`config.mk`:
```
export PLATFORM = sky130hd
export DESIGN_NAME = frac_div_modulator
export DESIGN_NICKNAME = d
export VERILOG_FILES = /design/src/rtl/fnmod_pkg.sv /design/src/rtl/fnmod_acc_stage.sv /design/src/rtl/fnmod_shaper.sv /design/src/rtl/frac_div_modulator.sv
export SDC_FILE = /design/constraint.sdc
export NUM_CORES = 1
export LEC_CHECK = 0
export ABC_AREA = 1
export BUFFER_PORTS_ARGS = -buffer_cell sky130_fd_sc_hd__buf_2
export CAP_MARGIN = 10
export CELL_PAD_IN_SITES_DETAIL_PLACEMENT = 2
export CELL_PAD_IN_SITES_GLOBAL_PLACEMENT = 2
export CORE_ASPECT_RATIO = 1.75
export CORE_MARGIN = 8
export CORE_UTILIZATION = 34
export DETAILED_ROUTE_END_ITERATION = 10
export PLACE_DENSITY_LB_ADDON = 0.3
export SETUP_SLACK_MARGIN = 0.2
export SYNTH_ARGS = -nofsm -noshare
export SYNTH_HDL_FRONTEND = slang
export SYNTH_SLANG_ARGS = --single-unit
```
`constraint.sdc`:
```
create_clock -name clk -period 5.6 [get_ports clk]
set_input_delay 0 -clock clk [delete_from_list [all_inputs] [get_ports clk]]
set_output_delay 0 -clock clk [all_outputs]
set_load 0.1 [all_outputs]
```
`src/rtl/fnmod_pkg.sv`:
```
package fnmod_pkg;

   // Signed correction added to the integer word; range -1 .. +2.
   typedef logic signed [2:0] offset_t;

   localparam int MAX_ORDER = 2;

   // Widen a single carry bit into a signed correction term.
   function automatic offset_t carry_term(input logic c);
      return $signed({2'b00, c});
   endfunction

endpackage

```
`src/rtl/fnmod_acc_stage.sv`:
```
module fnmod_acc_stage #(
   parameter int ACC_W = 19
) (
   input  logic             clk,
   input  logic             rst_n,
   input  logic             clear,
   input  logic [ACC_W-1:0] inc,
   output logic [ACC_W-1:0] sum,
   output logic             carry
);

   logic [ACC_W-1:0] acc_q;
   logic [ACC_W:0]   wide;

   always_comb begin
      wide = {1'b0, acc_q} + {1'b0, inc};
   end

   assign sum   = wide[ACC_W-1:0];
   assign carry = wide[ACC_W];

   always_ff @(posedge clk or negedge rst_n) begin
      if (!rst_n) begin
         acc_q <= '0;
      end else if (clear) begin
         acc_q <= '0;
      end else begin
         acc_q <= sum;
      end
   end

   // an integer-only edge leaves this stage empty
   a_r6_stage_empty: assert property (@(posedge clk) disable iff (!rst_n)
      clear |=> (acc_q == '0));

endmodule

```
`src/rtl/fnmod_shaper.sv`:
```
module fnmod_shaper
   import fnmod_pkg::*;
#(
   parameter int ORDER = 2
) (
   input  logic             clk,
   input  logic             rst_n,
   input  logic             clear,
   input  logic [ORDER-1:0] carries,
   output offset_t          offset
);

   generate
      if (ORDER == 1) begin : g_first
         assign offset = carry_term(carries[0]);
      end else begin : g_second
         logic c_prev_q;

         always_ff @(posedge clk or negedge rst_n) begin
            if (!rst_n) begin
               c_prev_q <= 1'b0;
            end else if (clear) begin
               c_prev_q <= 1'b0;
            end else begin
               c_prev_q <= carries[1];
            end
         end

         // First stage carry plus the first difference of the second carry.
         assign offset = carry_term(carries[0]) + carry_term(carries[1])
                       - carry_term(c_prev_q);

         // the delayed carry is empty after an integer-only edge
         a_r6_diff_empty: assert property (@(posedge clk) disable iff (!rst_n)
            clear |=> !c_prev_q);
      end
   endgenerate

endmodule

```
`src/rtl/frac_div_modulator.sv`:
```
module frac_div_modulator
   import fnmod_pkg::*;
#(
   parameter int INT_W  = 7,
   parameter int FRAC_W = 18,
   parameter int ORDER  = 2,
   localparam int OUT_W = INT_W + 1,
   localparam int ACC_W = FRAC_W + 1
) (
   input  logic              clk,
   input  logic              rst_n,
   input  logic [INT_W-1:0]  int_word,
   input  logic [FRAC_W-1:0] frac_word,
   input  logic              int_only,
   output logic [OUT_W-1:0]  div_value,
   output logic              div_valid
);

   // parameter legality
   generate
      if (INT_W < 2) begin : g_bad_int
         $error("frac_div_modulator: INT_W must be at least 2");
      end
      if (FRAC_W < 1) begin : g_bad_frac
         $error("frac_div_modulator: FRAC_W must be at least 1");
      end
      if (ORDER < 1 || ORDER > MAX_ORDER) begin : g_bad_order
         $error("frac_div_modulator: ORDER must be 1 or 2");
      end
   endgenerate

   // Accumulator chain; the forced low bit supplies the half-step offset.
   logic [ACC_W-1:0] stage_in [ORDER+1];
   logic [ORDER-1:0] stage_carry;

   assign stage_in[0] = {frac_word, 1'b1};

   generate
      for (genvar k = 0; k < ORDER; k++) begin : g_stage
         fnmod_acc_stage #(.ACC_W(ACC_W)) u_stage (
            .clk   (clk),
            .rst_n (rst_n),
            .clear (int_only),
            .inc   (stage_in[k]),
            .sum   (stage_in[k+1]),
            .carry (stage_carry[k])
         );
      end
   endgenerate

   offset_t corr;

   fnmod_shaper #(.ORDER(ORDER)) u_shaper (
      .clk     (clk),
      .rst_n   (rst_n),
      .clear   (int_only),
      .carries (stage_carry),
      .offset  (corr)
   );

   logic signed [OUT_W:0] frac_sum;
   logic [OUT_W-1:0]      div_next;

   always_comb begin
      frac_sum = $signed({2'b00, int_word}) + (OUT_W+1)'(corr);
      if (int_only) begin
         div_next = {1'b0, int_word};
      end else begin
         div_next = frac_sum[OUT_W-1:0];
      end
   end

   always_ff @(posedge clk or negedge rst_n) begin
      if (!rst_n) begin
         div_value <= '0;
         div_valid <= 1'b0;
      end else begin
         div_value <= div_next;
         div_valid <= 1'b1;
      end
   end

   // the strobe never drops outside reset
   a_r2_valid_hold: assert property (@(posedge clk) disable iff (!rst_n)
      div_valid |=> div_valid);

   // integer-only edges pass the integer word straight through
   a_r3_int_pass: assert property (@(posedge clk) disable iff (!rst_n)
      int_only |=> (div_value == OUT_W'($past(int_word))));

   // fractional values stay inside the correction window
   generate
      if (ORDER == 2) begin : g_range_chk
         a_r4_window: assert property (@(posedge clk) disable iff (!rst_n)
            (div_valid && !$past(int_only) && ($past(int_word) != '0)) |->
               ((div_value + OUT_W'(1)) >= OUT_W'($past(int_word)) &&
                div_value <= (OUT_W'($past(int_word)) + OUT_W'(2))));
      end
   endgenerate

endmodule

```
==> results of run 1 <==
-- cell usage after synthesis --
cell type,count,share of area [%]
nand3_2,3,0.73
buf_2,1,0.12
conb_1,1,0.092
o21ai_2,1,0.21
o21ai_1,5,0.61
xor2_2,1,0.40
nand3b_1,5,0.92
a21oi_2,4,0.86
o21bai_1,2,0.37
nor3_1,6,0.73
a21o_1,1,0.18
inv_1,77,7.1
a21oi_1,52,6.4
nor2_4,2,0.55
buf_1,2,0.18
clkbuf_1,2,0.18
xor2_1,7,1.5
nor2_2,3,0.46
buf_4,1,0.18
inv_2,10,0.92
nor2_1,66,6.1
o21ai_0,22,2.7
and2_1,4,0.61
dfrtp_1,48,29
nor3_2,1,0.24
nand4_1,5,0.76
nand2_2,8,1.2
ha_1,44,13
nand3_1,39,4.8
o21a_1,1,0.18
nor4_1,2,0.31
fa_1,3,1.5
nand2_1,166,15
xnor2_1,5,1.1
-- registers in the layout, summed over array words and instances (netlist names) --
signal,cells
div_valid,1
div_value,8
g_stage.u_stage.acc_q,38
u_shaper.g_second.c_prev_q,1
-- layout by cell type (no fill, tap or decap), drive strengths merged, types with 6 or more instances in the layout --
master	Yosys	final
nand2	174	174
inv	87	87
nor2	71	71
a21oi	56	56
dfrtp	48	48
ha	44	44
nand3	42	42
buf	4	37
o21ai	28	28
xor2	8	8
nor3	7	7
clkbuf	2	7
dlygate4sd3	0	6
-- layer usage --
layer,vias to the layer above,track usage (%)
li1,2011,-
met1,2017,16.83
met2,55,38.88
met3,26,1.595
met4,0,7.449
met5,-,0
-- critical path, delay by kind of cell (launching register included) --
kind	cells	cell delay, ns
flops	1	0.41
fa+ha+maj	6	1.69
simple gates	18	1.87
compound gates	2	0.32
buf+inv	7	0.57
-- cell type report --
cell class | instances | area [sq um]
Tap cell | 137 | 171.4
Clock inverter | 1 | 30.03
Fill cell | 1445 | 7192
Timing Repair Buffer | 43 | 247.7
Clock buffer | 7 | 152.6
Inverter | 87 | 326.6
Multi-Input combinational cell | 459 | 2549
Sequential cell | 48 | 1201
-- per-stage QoR --
stage	utilization, %	area (sq um)	hold WS (ns)
2_1_floorplan	-	4094	-0.2956
3_3_place_gp	37.28	4425	0.1837
3_5_place_dp	37.28	4425	0.1877
4_1_cts	39.33	4668	0.02161
5_1_grt	39.41	4678	0.04412
6_report	39.41	4678	0.02841
-- worst min path at each step --
stage                     slack (ns)                           end   startpoint
after global placement          0.18  g_stage[0].u_stage.acc_q[15]        rst_n
after floorplan                -0.30                     div_valid        rst_n
final                           0.03                  div_value[3]  int_word[3]
after global routing            0.04                  div_value[5]  int_word[5]
after detailed placement        0.19  g_stage[0].u_stage.acc_q[17]        rst_n
after CTS                       0.02                  div_value[3]  int_word[3]
-- what timing repair did --
item	CTS	global route
setup endpoints to repair	0	3
hold buffers	6	0
gates resized for setup	0	4
endpoints found under the hold margin	53	0
-- logic make-up (layout without fill, tap and decap cells) --
| kind of cell | count (synthesis) | count (layout) |
|---|---|---|
| xor+xnor | 13 | 13 |
| fa+ha+maj | 47 | 47 |
| compound gates | 88 | 88 |
| simple gates | 310 | 310 |
| flops | 48 | 48 |
| other cells | 1 | 1 |
| buf+inv | 93 | 138 |
==> summary.md, run 1 <==
| Metric | Value |
|---|---|
| Initial antenna violation count | `0` |
| CP dominant cell by count | `nand2_1` |
| Outcome | `completed` |
| Worst min path class | `input port to flip-flop` |
| Vias post-DR | `4109` |
| Largest net degree at the start of global routing | `49` |
| WP data required | `5.81 ns` |
| YS warnings | `0` |
| Drt wl/cell | `18.16 microns` |
| Clock Latency Late Sink | `0.29 ns` |
| Simple-gate share of the synthesized area | `32.58%` |
| Minimum clock period | `4.964 ns` |
| Worst path slowest cell | `fa_1` |
| Final setup vio count | `0` |
| Worst clock skew | `0.004889 ns` |
| Mux cell area share after synthesis | `0%` |
| Die Ht | `161.2 microns` |
| Detail Route met2 WL | `8.402 mm` |
| Highest clock rate | `201.5 MHz` |
| GRT Util Overall | `18.42%` |
| Worst setup SP type | `flip-flop` |
| Crit end category | `flip-flop` |
| Rel. slew slack | `52.50%` |
| Post-DR vias/cell | `5.254` |
| Start of the worst register-to-register path | `g_stage[0].u_stage.acc_q[0]` |
| Residual DRC count | `0` |
| Final Cycle Share | `88.64%` |
| Mapped Cells | `600` |
| Post-CTS Setup Inserts | `0` |
| Setup WS pre-CTS | `0.6002 ns` |
| Initial Util | `34.49%` |
| Wirelength, routed | `14.20 mm` |
| Worst Path Arrival | `5.17 ns` |
| Syn Area/Cell | `6.823 sq um` |
| CP Capture Point | `div_value[5]` |
| Routability Congestion | `0.8622` |
| Area growth syn-to-layout | `14.27%` |
| Final net count | `719` |
| Clock transition at path regs | `0.07 ns` |
| Core box area | `0.01187 sq mm` |
| Max_cap viols | `0` |
| Slew Limit Fails | `0` |
| Synth Area in Compound Gates | `11.46%` |
| Min-Delay Path Depth | `3` |
| FF-to-FF path depth | `33` |
| Global-route wire length before repair | `23.25 mm` |
| Non-Filler Instances | `782` |
| CTS buffer count | `5` |
| Yosys reg bits | `48` |
| DIE WIDTH | `98.95 microns` |
| Synth Area in Adders | `14.91%` |
| Post-DP HPWL | `11.56 mm` |
| CTS root buf | `clkbuf_16` |
| H-tree depth | `2` |
| Met1 wire length | `5.128 mm` |
| Layout cell share with drive strength beyond 1 | `12.56%` |
| Worst reg2reg endpoint | `div_value[5]` |
| Mapped cell area | `0.004094 sq mm` |
| Total gr overflow | `0` |
| RSZ-0062 raised after global routing | `no` |
| Critical path startpoint | `g_stage[0].u_stage.acc_q[0]` |
| Sequential area share after synthesis | `29.34%` |
| Unique cell type count in the Yosys netlist | `34` |
| 1st-iter DRT viols | `70` |
| Mapped Nets | `675` |
| Critical path class | `flip-flop to flip-flop` |
| Worst reg-to-reg setup slack | `0.64 ns` |
| Vias in the first global route | `4913` |
| DR pass1 iterations | `4` |
| Final setup margin | `0.6361 ns` |
| Routed Antenna Nets | `0` |
| Clk buf depth | `2` |
| Crit path max fanout | `5` |
| Ports | `37` |
| Top Metal Used | `met4` |
| Die ar. | `0.01595 sq mm` |
| DR WL met3 | `222 microns` |
| Setup TNS | `0 ns` |
| Least-Margin Pin Slew | `0.7125 ns` |
| XOR/XNOR share of the synthesized area | `2.965%` |
| Antenna cell count | `0` |
| CTS sink cnt | `48` |
| Num rows | `53` |
| CP max stage delay | `0.42 ns` |
| PortBufs | `36` |
| Post-placement cell count | `768` |
| CTS tree | `done` |
| Main combinational cell family by area after synthesis | `simple AND/OR/NAND/NOR gates` |
| Final Hold Viols | `0` |
Power of run 1 is not shown: default switching activity piles up to over one toggle a cycle in this logic, so the estimate is an artifact.
==> inputs of run 2 (changes only) <==
--- a/config.mk
+++ b/config.mk
@@ -10,8 +10,8 @@
 export CAP_MARGIN = 10
 export CELL_PAD_IN_SITES_DETAIL_PLACEMENT = 2
 export CELL_PAD_IN_SITES_GLOBAL_PLACEMENT = 2
-export CORE_ASPECT_RATIO = 1.75
-export CORE_MARGIN = 8
+export CORE_ASPECT_RATIO = 1.25
+export CORE_MARGIN = 4
 export CORE_UTILIZATION = 34
 export DETAILED_ROUTE_END_ITERATION = 10
 export PLACE_DENSITY_LB_ADDON = 0.3
==> run 2 against run 1 <==
Compared with the run above: the run now ends with negative hold slack left; fmax rose by 1.6%; register-to-register slack improved by 0.08 ns; global-route usage rose by 3.0 points; final area rose by 0.48%; count of clock-buffer cells in the layout fell by 2; sequential share of layout area fell by 0.12 points; critical path depth did not move; first-iteration DRC count rose by 4.3%; critical endpoint unchanged.
==> summary.md, run 2 (synthesis results as in run 1) <==
| Metric | Value |
|---|---|
| Core box area | `0.01173 sq mm (-1.2%)` |
| 1st-iter DRT viols | `73 (+4.3%)` |
| CTS tree | `done` |
| Outcome | `finished, violations left` |
| Layout cell share with drive strength beyond 1 | `12.38% (-0.17 points)` |
| Routed Antenna Nets | `0 (unchanged)` |
| DR pass1 iterations | `4 (unchanged)` |
| Biggest regs | `g_stage.u_stage.acc_q: 38 flops, div_value: 8 flops` |
| Antenna cell count | `0 (unchanged)` |
| Area growth syn-to-layout | `14.82%` |
| Initial Util | `34.91% (+0.42 points)` |
| Worst clock skew | `0.005520 ns (+0.0006306 ns)` |
| M3 GR Usage | `2.998% (+1.4 points)` |
| CTS buffer count | `5 (unchanged)` |
| Grt met2 use | `43.45% (+4.6 points)` |
| CP max stage delay | `0.43 ns (about the same)` |
| Pwr dens | `709.4 mW/mm^2` |
| CTS sink cnt | `48 (unchanged)` |
| Num rows | `44 (-17%)` |
| Die ar. | `0.01387 sq mm (-13%)` |
| Fin util | `40.09% (+0.68 points)` |
| Post-DR vias/cell | `5.157 (-1.8%)` |
| Area after DPL | `0.004456 sq mm (+0.68%)` |
| Global-route wire length before repair | `23.43 mm (+0.74%)` |
| Routability Congestion | `0.9008 (+4.5%)` |
| Switching power | `1.897 mW` |
| Commonest non-fill, non-tap cell in the layout | `nand2_1` |
| Crit path max fanout | `5 (unchanged)` |
| Total power | `3.335 mW` |
| Leak pwr | `2.609 nW` |
| Final net count | `720 (+0.14%)` |
| Most frequent cells in the layout | `166 x nand2_1, 77 x inv_1, 65 x nor2_1` |
| Busiest grt layer | `met2` |
| CP dominant cell by count | `nand2_1` |
| Largest net degree at the start of global routing | `49 (unchanged)` |
| Internal power | `1.437 mW` |
| Setup TNS | `0 ns (unchanged)` |
| Initial antenna violation count | `0 (unchanged)` |
| Worst Hold Slack | `-0.0001399 ns (-0.02855 ns)` |
| Wirelength, routed | `13.65 mm (-3.9%)` |
| Clock Latency Late Sink | `0.30 ns (about the same)` |
| Largest Register | `g_stage.u_stage.acc_q` |
| Drt wl/cell | `16.91 microns (-6.9%)` |
| GRT Util Overall | `21.42% (+3.0 points)` |
| Layout Cell Area excl Fill | `0.004701 sq mm (+0.48%)` |
| Crit end category | `flip-flop` |
| Failing checks | `negative hold slack` |
| Final setup vio count | `0 (unchanged)` |
| Worst Path Arrival | `5.11 ns (-0.06 ns)` |
| Clock share of power | `11.0%` |
| Worst setup SP type | `flip-flop` |
| Max_cap viols | `0 (unchanged)` |
| Flop pwr share | `16.0%` |
| Vias post-DR | `4162 (+1.3%)` |
| RSZ-0062 raised after global routing | `no` |
| Combinational group share of total power | `73.1%` |
| Met1 usage | `21.67% (+4.8 points)` |
| Critical path class | `flip-flop to flip-flop` |
| Worst path slowest cell | `dfrtp_1` |
| IR Drop Worst-Case VDD | `0.2824 mV` |
| Highest clock rate | `204.6 MHz (+1.6%)` |
| Rel. slew slack | `53.79% (+1.3 points)` |
| PortBufs | `36 (unchanged)` |
| CTS root buf | `clkbuf_16` |
| Minimum clock period | `4.887 ns (-0.07653 ns)` |
| Switching part of the total | `56.90%` |
| H-tree depth | `2 (unchanged)` |
| Clock transition at path regs | `0.07 ns (about the same)` |
| Total gr overflow | `0 (unchanged)` |
| Slew Limit Fails | `0 (unchanged)` |
| Die Ht | `130.7 microns (-19%)` |
| Post-DP HPWL | `10.94 mm (-5.3%)` |
| Worst min path class | `input port to flip-flop` |
| Clk buf depth | `2 (unchanged)` |
| Residual DRC count | `0 (unchanged)` |
| Final Cycle Share | `87.27% (-1.4 points)` |
| Fillers | `1450 (+0.35%)` |
| WP data required | `5.82 ns (about the same)` |
| Largest register FFs | `38 (unchanged)` |
| Vias in the first global route | `4875 (-0.77%)` |
| Final Hold Viols | `1 (+1)` |
| Post-CTS Setup Inserts | `0 (unchanged)` |
| Least-Margin Pin Slew | `0.6931 ns (-0.01937 ns)` |
| DIE WIDTH | `106.1 microns (+7.3%)` |
| Ports | `37 (unchanged)` |
run 2: cell types whose count changed in the layout (fill, tap and decap cells not counted), sizes merged:
cell         previous run  this run
dlygate4sd3             6         7
clkinv                  0         1
clkbuf                  7         5
clkinvlp                0         1
run 2: cell type report:
class	instances	area, sq um	area share [%]
timing repair buffer	44	257.7	5.483
inverter	87	326.6	6.947
multi-input combinational	459	2546	54.17
clock inverter	3	42.54	0.9050
sequential	48	1201	25.55
clock buffer	5	125.1	2.662
tap	161	201.4	4.285
run 2: routing by layer:
| layer | vias up | share of wire (%) | routed length, microns |
|---|---|---|---|
| met4 | 0 | 3.4 | 470 |
| met1 | 2063 | 38 | 5193 |
| li1 | 2008 | - | - |
| met5 | - | 0 | 0 |
| met3 | 30 | 2.7 | 364 |
| met2 | 61 | 56 | 7621 |
run 2: per-stage QoR:
step,setup slack [ns],instances
after detailed placement,0.5836,792
after CTS,0.5488,807
after global placement,0.8175,792
after global routing,0.2010,807
final,0.7127,807
after floorplan,1.486,600
run 2: power groups by stage:
| stage | registers, mW | logic, mW | clock network [mW] |
|---|---|---|---|
| floorplan | 0.694 | 1.62 | 0 |
| global placement | 0.535 | 2.30 | 0 |
| detailed placement | 0.540 | 2.42 | 0 |
| CTS | 0.533 | 2.47 | 0.373 |
| global route | 0.544 | 2.80 | 0.391 |
| finish | 0.532 | 2.44 | 0.365 |
run 2: worst paths after layout:
| check | cells past startpoint | slack, ns | to | startpoint |
|---|---|---|---|---|
| worst max-delay path | 33 | 0.71 | div_value[5] | g_stage[0].u_stage.acc_q[0] |
| worst min-delay path | 3 | -0.0001 | div_value[5] | int_word[5] |
| worst max register to register | 33 | 0.71 | div_value[5] | g_stage[0].u_stage.acc_q[0] |
| worst min register to register | 1 | 0.54 | g_stage[0].u_stage.acc_q[0] | g_stage[0].u_stage.acc_q[0] |
| max in group asynchronous | 3 | 4.78 | g_stage[1].u_stage.acc_q[9] | rst_n |
| min in group asynchronous | 3 | 0.37 | g_stage[0].u_stage.acc_q[8] | rst_n |
run 2: critical path, delay by kind of cell, from the launching register on:
family	cells	cell delay (ns)
buffers and inverters	7	0.55
flip-flops	1	0.43
adder cells (fa/ha/maj)	6	1.68
AND/OR/NAND/NOR	16	1.42
AO/OA/AOI/OAI	4	0.72
run 2: what timing repair did:
action	in CTS	in global routing
setup endpoints to repair	0	4
gates resized for setup	0	2
hold buffers	7	0
hold endpoints to repair	54	0
Power figures use the tool's default switching activity.
